<file path="src/rtl/irq_pkg.sv">
package irq_pkg;
  localparam int N_LINES    = 14;
  localparam int N_SW       = 2;
  localparam int N_EXT      = 10;
  localparam int TIMER_LINE = 12;
  localparam int PERF_LINE  = 13;
  localparam int PRIO_W     = 4;
  localparam int IDX_W      = 4;
  localparam int DATA_W     = 32;
  localparam int ADDR_W     = 3;
  localparam int IP_W       = 16;
  localparam int IP_LSB     = 8;
  localparam int SLOTS      = DATA_W / PRIO_W;

  localparam int ADDR_CAUSE   = 0;
  localparam int ADDR_ENABLE  = 1;
  localparam int ADDR_PRIO_LO = 2;

  localparam int BD_BIT  = 31;
  localparam int CE_LSB  = 28;
  localparam int W2_BIT  = 26;
  localparam int W1_BIT  = 25;
  localparam int IV_BIT  = 24;
  localparam int EXC_LSB = 2;
  localparam int EXC_W   = 5;

  typedef struct packed {
    logic             bd;
    logic [1:0]       ce;
    logic             w2;
    logic             w1;
    logic             iv;
    logic [EXC_W-1:0] exc;
  } cause_ctl_t;
endpackage

</file>
<file path="src/rtl/irq_src_bank.sv">
module irq_src_bank
  import irq_pkg::*;
(
  input  logic               clk_i,
  input  logic               rst_ni,
  input  logic [N_EXT-1:0]   ext_i,
  input  logic               timer_i,
  input  logic               perf_i,
  input  logic               sw_we_i,
  input  logic [N_SW-1:0]    sw_wdata_i,
  output logic [N_LINES-1:0] pend_o
);
  logic [N_LINES-1:0] hw_lvl;

  // Map each hardware input onto its line number.
  always_comb begin
    hw_lvl             = '0;
    hw_lvl[TIMER_LINE] = timer_i;
    hw_lvl[PERF_LINE]  = perf_i;
    hw_lvl[N_SW +: N_EXT] = ext_i;
  end

  for (genvar gl = 0; gl < N_LINES; gl++) begin : g_line
    if (gl < N_SW) begin : g_sw
      always_ff @(posedge clk_i or negedge rst_ni) begin
        if (!rst_ni)      pend_o[gl] <= 1'b0;
        else if (sw_we_i) pend_o[gl] <= sw_wdata_i[gl];
      end
    end else begin : g_hw
      always_ff @(posedge clk_i or negedge rst_ni) begin
        if (!rst_ni) pend_o[gl] <= 1'b0;
        else         pend_o[gl] <= hw_lvl[gl];
      end
    end
  end
endmodule

</file>
<file path="src/rtl/irq_cfg_regs.sv">
module irq_cfg_regs
  import irq_pkg::*;
(
  input  logic                           clk_i,
  input  logic                           rst_ni,
  input  logic                           wr_i,
  input  logic [ADDR_W-1:0]              addr_i,
  input  logic [DATA_W-1:0]              wdata_i,
  output logic [N_LINES-1:0]             enable_o,
  output logic [N_LINES-1:0][PRIO_W-1:0] prio_o,
  output cause_ctl_t                     cause_o
);
  logic hit_cause, hit_enable;
  assign hit_cause  = wr_i && (addr_i == ADDR_W'(ADDR_CAUSE));
  assign hit_enable = wr_i && (addr_i == ADDR_W'(ADDR_ENABLE));

  always_ff @(posedge clk_i or negedge rst_ni) begin
    if (!rst_ni) begin
      cause_o <= '0;
    end else if (hit_cause) begin
      cause_o.bd  <= wdata_i[BD_BIT];
      cause_o.ce  <= wdata_i[CE_LSB +: 2];
      cause_o.w2  <= wdata_i[W2_BIT];
      cause_o.w1  <= wdata_i[W1_BIT];
      cause_o.iv  <= wdata_i[IV_BIT];
      cause_o.exc <= wdata_i[EXC_LSB +: EXC_W];
    end
  end

  always_ff @(posedge clk_i or negedge rst_ni) begin
    if (!rst_ni)         enable_o <= '0;
    else if (hit_enable) enable_o <= wdata_i[N_LINES-1:0];
  end

  // One priority field per line; the word and slot follow from the line number.
  for (genvar gp = 0; gp < N_LINES; gp++) begin : g_prio
    localparam int WORD = ADDR_PRIO_LO + gp / SLOTS;
    localparam int SLOT = gp % SLOTS;
    always_ff @(posedge clk_i or negedge rst_ni) begin
      if (!rst_ni)
        prio_o[gp] <= '0;
      else if (wr_i && addr_i == ADDR_W'(WORD))
        prio_o[gp] <= wdata_i[SLOT*PRIO_W +: PRIO_W];
    end
  end
endmodule

</file>
<file path="src/rtl/irq_arbiter.sv">
module irq_arbiter
  import irq_pkg::*;
(
  input  logic [N_LINES-1:0]             pend_i,
  input  logic [N_LINES-1:0]             enable_i,
  input  logic [N_LINES-1:0][PRIO_W-1:0] prio_i,
  output logic                           found_o,
  output logic [IDX_W-1:0]               win_o
);
  logic [PRIO_W-1:0] best;

  // Scan from the top line down; ">=" lets a lower line take over a tie.
  always_comb begin
    found_o = 1'b0;
    win_o   = '0;
    best    = '0;
    for (int i = N_LINES - 1; i >= 0; i--) begin
      if (pend_i[i] && enable_i[i] && (!found_o || prio_i[i] >= best)) begin
        found_o = 1'b1;
        best    = prio_i[i];
        win_o   = IDX_W'(i);
      end
    end
  end
endmodule

</file>
<file path="src/rtl/irq_prio_ctrl.sv">
module irq_prio_ctrl
  import irq_pkg::*;
#(
  parameter logic [IDX_W-1:0] COMMON_VEC = 4'd15
) (
  input  logic              clk_i,
  input  logic              rst_ni,
  input  logic              gie_i,
  input  logic [N_EXT-1:0]  ext_irq_i,
  input  logic              timer_irq_i,
  input  logic              perf_irq_i,
  input  logic              reg_wr_i,
  input  logic [ADDR_W-1:0] reg_addr_i,
  input  logic [DATA_W-1:0] reg_wdata_i,
  output logic [DATA_W-1:0] reg_rdata_o,
  output logic              irq_req_o,
  output logic [IDX_W-1:0]  irq_vec_o
);
  logic [N_LINES-1:0]             pend;
  logic [N_LINES-1:0]             enable;
  logic [N_LINES-1:0][PRIO_W-1:0] prio;
  cause_ctl_t                     cause_q;
  logic                           found;
  logic [IDX_W-1:0]               win;
  logic                           sw_we;

  assign sw_we = reg_wr_i && (reg_addr_i == ADDR_W'(ADDR_CAUSE));

  irq_src_bank u_src (
    .clk_i      (clk_i),
    .rst_ni     (rst_ni),
    .ext_i      (ext_irq_i),
    .timer_i    (timer_irq_i),
    .perf_i     (perf_irq_i),
    .sw_we_i    (sw_we),
    .sw_wdata_i (reg_wdata_i[IP_LSB +: N_SW]),
    .pend_o     (pend)
  );

  irq_cfg_regs u_cfg (
    .clk_i    (clk_i),
    .rst_ni   (rst_ni),
    .wr_i     (reg_wr_i),
    .addr_i   (reg_addr_i),
    .wdata_i  (reg_wdata_i),
    .enable_o (enable),
    .prio_o   (prio),
    .cause_o  (cause_q)
  );

  irq_arbiter u_arb (
    .pend_i   (pend),
    .enable_i (enable),
    .prio_i   (prio),
    .found_o  (found),
    .win_o    (win)
  );

  assign irq_req_o = found && gie_i;
  assign irq_vec_o = (irq_req_o && cause_q.iv) ? win : COMMON_VEC;

  always_comb begin
    reg_rdata_o = '0;
    if (reg_addr_i == ADDR_W'(ADDR_CAUSE)) begin
      reg_rdata_o[BD_BIT]              = cause_q.bd;
      reg_rdata_o[CE_LSB +: 2]         = cause_q.ce;
      reg_rdata_o[W2_BIT]              = cause_q.w2;
      reg_rdata_o[W1_BIT]              = cause_q.w1;
      reg_rdata_o[IV_BIT]              = cause_q.iv;
      reg_rdata_o[IP_LSB +: IP_W]      = IP_W'(pend);
      reg_rdata_o[EXC_LSB +: EXC_W]    = cause_q.exc;
    end else if (reg_addr_i == ADDR_W'(ADDR_ENABLE)) begin
      reg_rdata_o[N_LINES-1:0] = enable;
    end else begin
      for (int i = 0; i < N_LINES; i++) begin
        if (int'(reg_addr_i) == ADDR_PRIO_LO + i / SLOTS)
          reg_rdata_o[(i % SLOTS) * PRIO_W +: PRIO_W] = prio[i];
      end
    end
  end
endmodule

</file>
<file path="config.mk">
export PLATFORM = sky130hd
export DESIGN_NAME = irq_prio_ctrl
export DESIGN_NICKNAME = d
export VERILOG_FILES = /design/src/rtl/irq_pkg.sv /design/src/rtl/irq_src_bank.sv /design/src/rtl/irq_cfg_regs.sv /design/src/rtl/irq_arbiter.sv /design/src/rtl/irq_prio_ctrl.sv
export SDC_FILE = /design/constraint.sdc
export NUM_CORES = 1
export LEC_CHECK = 0
export ABC_AREA = 1
export BUFFER_PORTS_ARGS = -buffer_cell sky130_fd_sc_hd__buf_4
export CAP_MARGIN = 20
export CORE_UTILIZATION = 64
export DETAILED_ROUTE_END_ITERATION = 10
export MAX_ROUTING_LAYER = met4
export PLACE_DENSITY_LB_ADDON = 0.05
export SLEW_MARGIN = 25
export SYNTH_ARGS = -nofsm -noshare
export SYNTH_HDL_FRONTEND = slang
export SYNTH_HIERARCHICAL = 1
export SYNTH_SLANG_ARGS = --single-unit
</file>
<file path="constraint.sdc">
create_clock -name clk_i -period 34.1 [get_ports clk_i]
set_input_delay 1.705 -clock clk_i [delete_from_list [all_inputs] [get_ports clk_i]]
set_output_delay 1.705 -clock clk_i [all_outputs]
set_load 0.03 [all_outputs]
</file>
Yosys cells after proc, flatten, opt, wreduce, memory -nomap -nowiden
Cells that the tools add are included.

storage, ports and cells
  register bits after elaboration = 95
  bits of input ports = 51
  logic and storage cells = 179

cells by class
  $lt $le $gt $ge = 13
  eq/ne operators = 5
  muxes and demuxes = 66
  reductions and logical operators = 60

operators with widths
  cell                  number
  $mux W4               42
  $ge A4 B4 Y1          13
  $logic_and A1 B1 Y1   33
  $mux W19              1
  $mux W1               18
  $mux W18              1
  $mux W14              1
  $logic_not A1 Y1      13
  $logic_or A1 B1 Y1    13
  $eq A3 B2 Y1 const B  2
  $eq A3 B3 Y1 const B  2
  $mux W5               1
  $mux W2               2
  $eq A3 B1 Y1 const B  1
  $logic_not A3 Y1      1

Logic depth before layout (Yosys ltp)
  depth in word-level cells = 57
  depth in mapped cells = 135
  depth with buffers taken out = 132

By module
The synthesis kept the hierarchy.

modules (own cells, without submodules)
  module         instances  cells an instance  area an instance (um2)  seq. area each (um2)
  irq_cfg_regs   1          360                3235.6                  2026.9
  irq_arbiter    1          402                2353.5                  0.0
  irq_prio_ctrl  1          169                864.6                   0.0
  irq_src_bank   1          21                 376.6                   350.3

Worst setup path before layout
No wires, ideal clock.

  kind = register -> output
  from = reg u_cfg.enable_o[13]
  to = out irq_vec_o[0]
  arrival time = 13700 ps
  data required time = 32395 ps
  slack = 18695 ps
  stages on the path, launching flop included = 125
  buffers on the path = 2
  cell sequence = dfrtp_1 nand2_2 inv_2 nand2_1 ha_1 a21oi_1 nand4_2 nand2_2 nand3_1 nand2_1 inv_1 ha_1 nand2_1 inv_1 nand3_1 nand4_1 nand2_2 inv_1 [... 89 more ...] and2_1 ha_1 nand2_1 o2111ai_2 nand2_2 or2_2 nand2_1 ha_1 inv_1 a21oi_1 o21a_1 o21ai_0 nand3b_1 nand3_1 nand3_1 nand2_1 nor2_1 nand2_1

on the way
  cells in the longest elaborated chain, start to end = 57
  elaborated cells between the ends (all ways) = 97
  classes of those cells = order compare (13); mux (42); reduce/logical (42)

ends and longest elaborated chain
  what                                              line                 source
  from (decl)                                       irq_cfg_regs.sv:9    output logic [N_LINES-1:0] enable_o,
  from (signal assigned)                            irq_cfg_regs.sv:32   else if (hit_enable) enable_o <= wdata_i[N_LINES-1:0];
  $logic_and A1 B1 Y1 (*)                           irq_arbiter.sv:18    if (pend_i[i] && enable_i[i] && (!found_o || prio_i[i] >= best)) begin
  $mux W4 or $mux W1 (tied branches)                irq_arbiter.sv:18
  $ge A4 B4 Y1 or $logic_not A1 Y1 (tied branches)  irq_arbiter.sv:18
  $logic_or A1 B1 Y1                                irq_arbiter.sv:18
  $logic_and A1 B1 Y1                               irq_arbiter.sv:18
  $mux W4 or $mux W1 (tied branches)                irq_arbiter.sv:18
  $ge A4 B4 Y1 or $logic_not A1 Y1 (tied branches)  irq_arbiter.sv:18
  $logic_or A1 B1 Y1                                irq_arbiter.sv:18
  [... 42 more ...]                                 n/a
  $ge A4 B4 Y1 or $logic_not A1 Y1 (tied branches)  irq_arbiter.sv:18
  $logic_or A1 B1 Y1                                irq_arbiter.sv:18
  $logic_and A1 B1 Y1                               irq_arbiter.sv:18
  $mux W1 (*)                                       irq_arbiter.sv:18
  net found                                         irq_prio_ctrl.sv:23  logic found;
  $logic_and A1 B1 Y1 (*)                           irq_prio_ctrl.sv:59  assign irq_req_o = found && gie_i;
  $logic_and A1 B1 Y1 (*)                           irq_prio_ctrl.sv:60  assign irq_vec_o = (irq_req_o && cause_q.iv) ? win : COMMON_VEC;
  $mux W4 (*)                                       irq_prio_ctrl.sv:60
  to (decl)                                         irq_prio_ctrl.sv:17  output logic [IDX_W-1:0] irq_vec_o

The timed path passes the listed nets; every way through them passes the cells marked *.

Worst setup path after layout
  from = reg u_src.pend_o[13]
  to = out irq_vec_o[2]

on the way
  cells in the longest elaborated chain, start to end = 57
  elaborated cells between the ends (all ways) = 97
  classes of those cells = order compare (13); mux (42); reduce/logical (42)

ends and longest elaborated chain
  what                                              line                 source
  from (decl)                                       irq_src_bank.sv:11   output logic [N_LINES-1:0] pend_o
  from (signal, indexed assignment)                 irq_src_bank.sv:32   else pend_o[gl] <= hw_lvl[gl];
  $logic_and A1 B1 Y1 (*)                           irq_arbiter.sv:18
  $mux W4 or $mux W1 (tied branches)                irq_arbiter.sv:18
  $ge A4 B4 Y1 or $logic_not A1 Y1 (tied branches)  irq_arbiter.sv:18
  $logic_or A1 B1 Y1                                irq_arbiter.sv:18
  $logic_and A1 B1 Y1                               irq_arbiter.sv:18
  $mux W4 or $mux W1 (tied branches)                irq_arbiter.sv:18
  $ge A4 B4 Y1 or $logic_not A1 Y1 (tied branches)  irq_arbiter.sv:18
  $logic_or A1 B1 Y1                                irq_arbiter.sv:18
  [... 42 more ...]                                 n/a
  $ge A4 B4 Y1 or $logic_not A1 Y1 (tied branches)  irq_arbiter.sv:18
  $logic_or A1 B1 Y1                                irq_arbiter.sv:18
  $logic_and A1 B1 Y1                               irq_arbiter.sv:18
  $mux W1 (*)                                       irq_arbiter.sv:18
  net found                                         irq_prio_ctrl.sv:23
  $logic_and A1 B1 Y1 (*)                           irq_prio_ctrl.sv:59
  $logic_and A1 B1 Y1 (*)                           irq_prio_ctrl.sv:60
  $mux W4 (*)                                       irq_prio_ctrl.sv:60

Marks and branches as above.

==> reports/qor.yml <==
floorplanning:
  boundaryPins: 88
  fp-row-count: 37
  die_area_sq_um: 11100
  coreArea_sq_um: 10300
  initial_utilization: 0.662
  die_h_um: 105
  die_x_um: 105
cts:
  cts_tree: "yes"
  clockBufferDepth: 2
  path_clk_slew_ns: 0.09
  cts_buffers: 9
  ctsHoldBuffers: 0
  clk_latency_ns: 0.38
  post_cts_resized: 0
  cts_setup_buffers: 0
  cts_root_buf: "clkbuf_8"
  h-tree-depth: 3
  clock-sinks: 95
cells_and_area:
  final_cell_mix: "nand2_1 (337), nand3_1 (121), inv_1 (97)"
  final_area_sq_um: 7600
  mostFrequentLayoutCell: "nand2_1"
  finalNetCount: 1109
  area_growth_pct: 11.3
  drive_gt1_frac: 0.175
  antennaDiodeCount: 0
outcome:
  status: "finished clean"
placement:
  post_dp_cell_area_sq_um: 7410
  routabilityCongestion: 0.953
  portBuffers: 87
  place_hpwl_um: 13800
setup_path:
  arrival_ns: 16.31
  cpMostUsedCell: "nand2_1"
  cp-end-kind: "primary output"
  cp_slowest_cell: "dfrtp_1"
  path_class: "register to primary output"
  critPathRequiredTime_ns: 32.39
  cp_max_fo: 11
  start_kind: "register"
  max_stage_delay_ns: 0.41
routing:
  via_per_inst: 5.74
  drtAntennaViolNets: 0
  drc: 0
  first_pass_iters: 5
  via_count: 6613
  drtIter0Drc: 627
  drt-total-wl_um: 19500
  wl_per_cell_um: 16.9
pwr:
  leakagePower_nw: 4.22
  switching_share: 0.450
  powerDensity_nw_per_um2: 60.8
  peakVddDrop_uv: 34.6
  pwr-share-comb: 0.504
  net-switching-power_w: 0.000208
  internal_power_w: 0.000255
  pwr-share-clk: 0.163
  seq_power_share: 0.333
synth:
  synth_warnings: 6
  syn_nets: 1049
  ys_seq_area_frac: 0.348
  avgSynthCellArea_sq_um: 7.17
  netlist_area_sq_um: 6830
  netlist_instances: 952
  ys_ff_latch: 95
  ys_types: 36
timing:
  report.final.slew_viol_count: 0
  hold_viol: 0
  setup_violations: 0
  fin_skew_ns: 0
  fin_crit_ns: 18.01
  fmax_ghz: 0.0555
  relSlewSlack: 0.327
  tightest_slew_ns: 1.01
  hold_slack_ns: 0.478
  rsz0062_at_grt: "no"
  setup_tns_ns: 0
  finalCritPeriodShare: 0.528
global_route:
  gr-total-overflow: 0
  grt_max_degree: 77
  grt_pass1_wl_um: 31400
  grtUsageTotal: 0.378
  antenna_found_initial: 0
  grt_pass1_vias: 6277
job:
  drv_cap: 0
hold_path:
  hold_class: "register to register"
[metal layers]
layer  vias to the layer above  wire length [um]  GRT usage
met1                      3045              8450      0.515
met4                         0               490      0.140
met5                         -                 0          -
li1                       3202                 -          -
met2                       320              8870      0.576
met3                        46              1660     0.0519
[power groups by stage]
stage | combinational (W) | sequential (W) | clock (W)
after global routing | 0.000266 | 0.000156 | 0.0000802
after detailed placement | 0.000229 | 0.000155 | 0
after floorplan | 0.000180 | 0.000147 | 0
after global placement | 0.000223 | 0.000155 | 0
final | 0.000233 | 0.000154 | 0.0000752
after CTS | 0.000231 | 0.000153 | 0.0000759
[per-stage QoR]
stage          instances  power, W  utilization  worst slack (ns)
6_report            1152  0.000463        0.736             16.09
5_1_grt             1152  0.000502        0.736             14.41
4_1_cts             1152  0.000460        0.736             16.35
3_5_place_dp        1137  0.000384        0.718             16.87
3_3_place_gp        1137  0.000378        0.718             17.22
2_1_floorplan        952  0.000327            -             18.69
[area by class of cell]
| class | count | area, sq um |
|---|---|---|
| Timing Repair Buffer | 90 | 679 |
| Fill cell | 875 | 2720 |
| Sequential cell | 95 | 2380 |
| Tap cell | 136 | 170 |
| Clock buffer | 10 | 128 |
| Inverter | 107 | 404 |
| Multi-Input combinational cell | 709 | 3780 |
| Clock inverter | 5 | 58.8 |
[sequential cells by signal, indices dropped and copies added, names as in the netlist]
| register | cells |
|---|---|
| u_cfg/prio_o | 56 |
| u_cfg/enable_o | 14 |
| u_src/pend_o | 14 |
| u_cfg/cause_o | 11 |
[cells by family after synthesis]
| family | synth area share |
|---|---|
| adder cells (fa/ha/maj) | 0.0843 |
| buffers and inverters | 0.0987 |
| flip-flops | 0.348 |
| AO/OA/AOI/OAI | 0.0608 |
| AND/OR/NAND/NOR | 0.408 |
[path summary, 6_finish.rpt]
| check | depth (start not counted) | from | slack (ns) | endpoint |
|---|---|---|---|---|
| setup / recovery | 123 | u_src/pend_o[13] | 16.09 | irq_vec_o[2] |
| hold / removal | 2 | u_cfg/cause_o[5] | 0.48 | u_cfg/cause_o[5] |
| setup reg to reg | 2 | u_cfg/prio_o[4] | 33.33 | u_cfg/prio_o[4] |
| hold reg to reg | 2 | u_cfg/cause_o[5] | 0.48 | u_cfg/cause_o[5] |
| max in group asynchronous | 2 | rst_ni | 31.94 | u_src/pend_o[12] |
| min in group asynchronous | 1 | rst_ni | 1.19 | u_cfg/prio_o[4] |
[worst max-delay path, delay by kind of cell, from the launching register on]
kind | cells | cell delay, ns
simple gates | 62 | 5.75
compound gates | 34 | 5.04
fa+ha+maj | 13 | 3.74
buf+inv | 14 | 0.96
flops | 1 | 0.41
[Yosys cell counts]
| cell | count | area (sq um) |
|---|---|---|
| nor2_2 | 5 | 31.3 |
| nand3b_1 | 1 | 7.51 |
| a21oi_1 | 13 | 65.1 |
| buf_6 | 6 | 67.6 |
| nand2_8 | 2 | 40.0 |
| or2_2 | 2 | 12.5 |
| dfrtp_1 | 95 | 2380 |
| and2_1 | 4 | 25.0 |
| and2_4 | 2 | 17.5 |
| nor2_1 | 15 | 56.3 |
| buf_2 | 24 | 120 |
| or2_0 | 1 | 6.26 |
| o2111ai_2 | 1 | 15.0 |
| a21oi_4 | 1 | 16.3 |
| nand2_4 | 6 | 67.6 |
| nor2_8 | 1 | 20.0 |
| o21ai_2 | 3 | 26.3 |
| inv_2 | 9 | 33.8 |
| nand2_1 | 337 | 1260 |
| or2_1 | 3 | 18.8 |
| o21ai_0 | 44 | 220 |
| nand4_2 | 1 | 12.5 |
| inv_4 | 1 | 6.26 |
| nor3_1 | 1 | 5.00 |
| nor2_4 | 4 | 45.0 |
| inv_1 | 97 | 364 |
| o21bai_1 | 4 | 30.0 |
| nand3_2 | 5 | 50.1 |
| o21a_1 | 3 | 22.5 |
| buf_4 | 11 | 82.6 |
| ha_1 | 46 | 576 |
| nand3_1 | 121 | 606 |
| nand2_2 | 29 | 181 |
| nand4_1 | 48 | 300 |
| nor3_2 | 2 | 20.0 |
| o21ai_1 | 4 | 20.0 |
No activity file was read; power rests on OpenSTA's default activity.
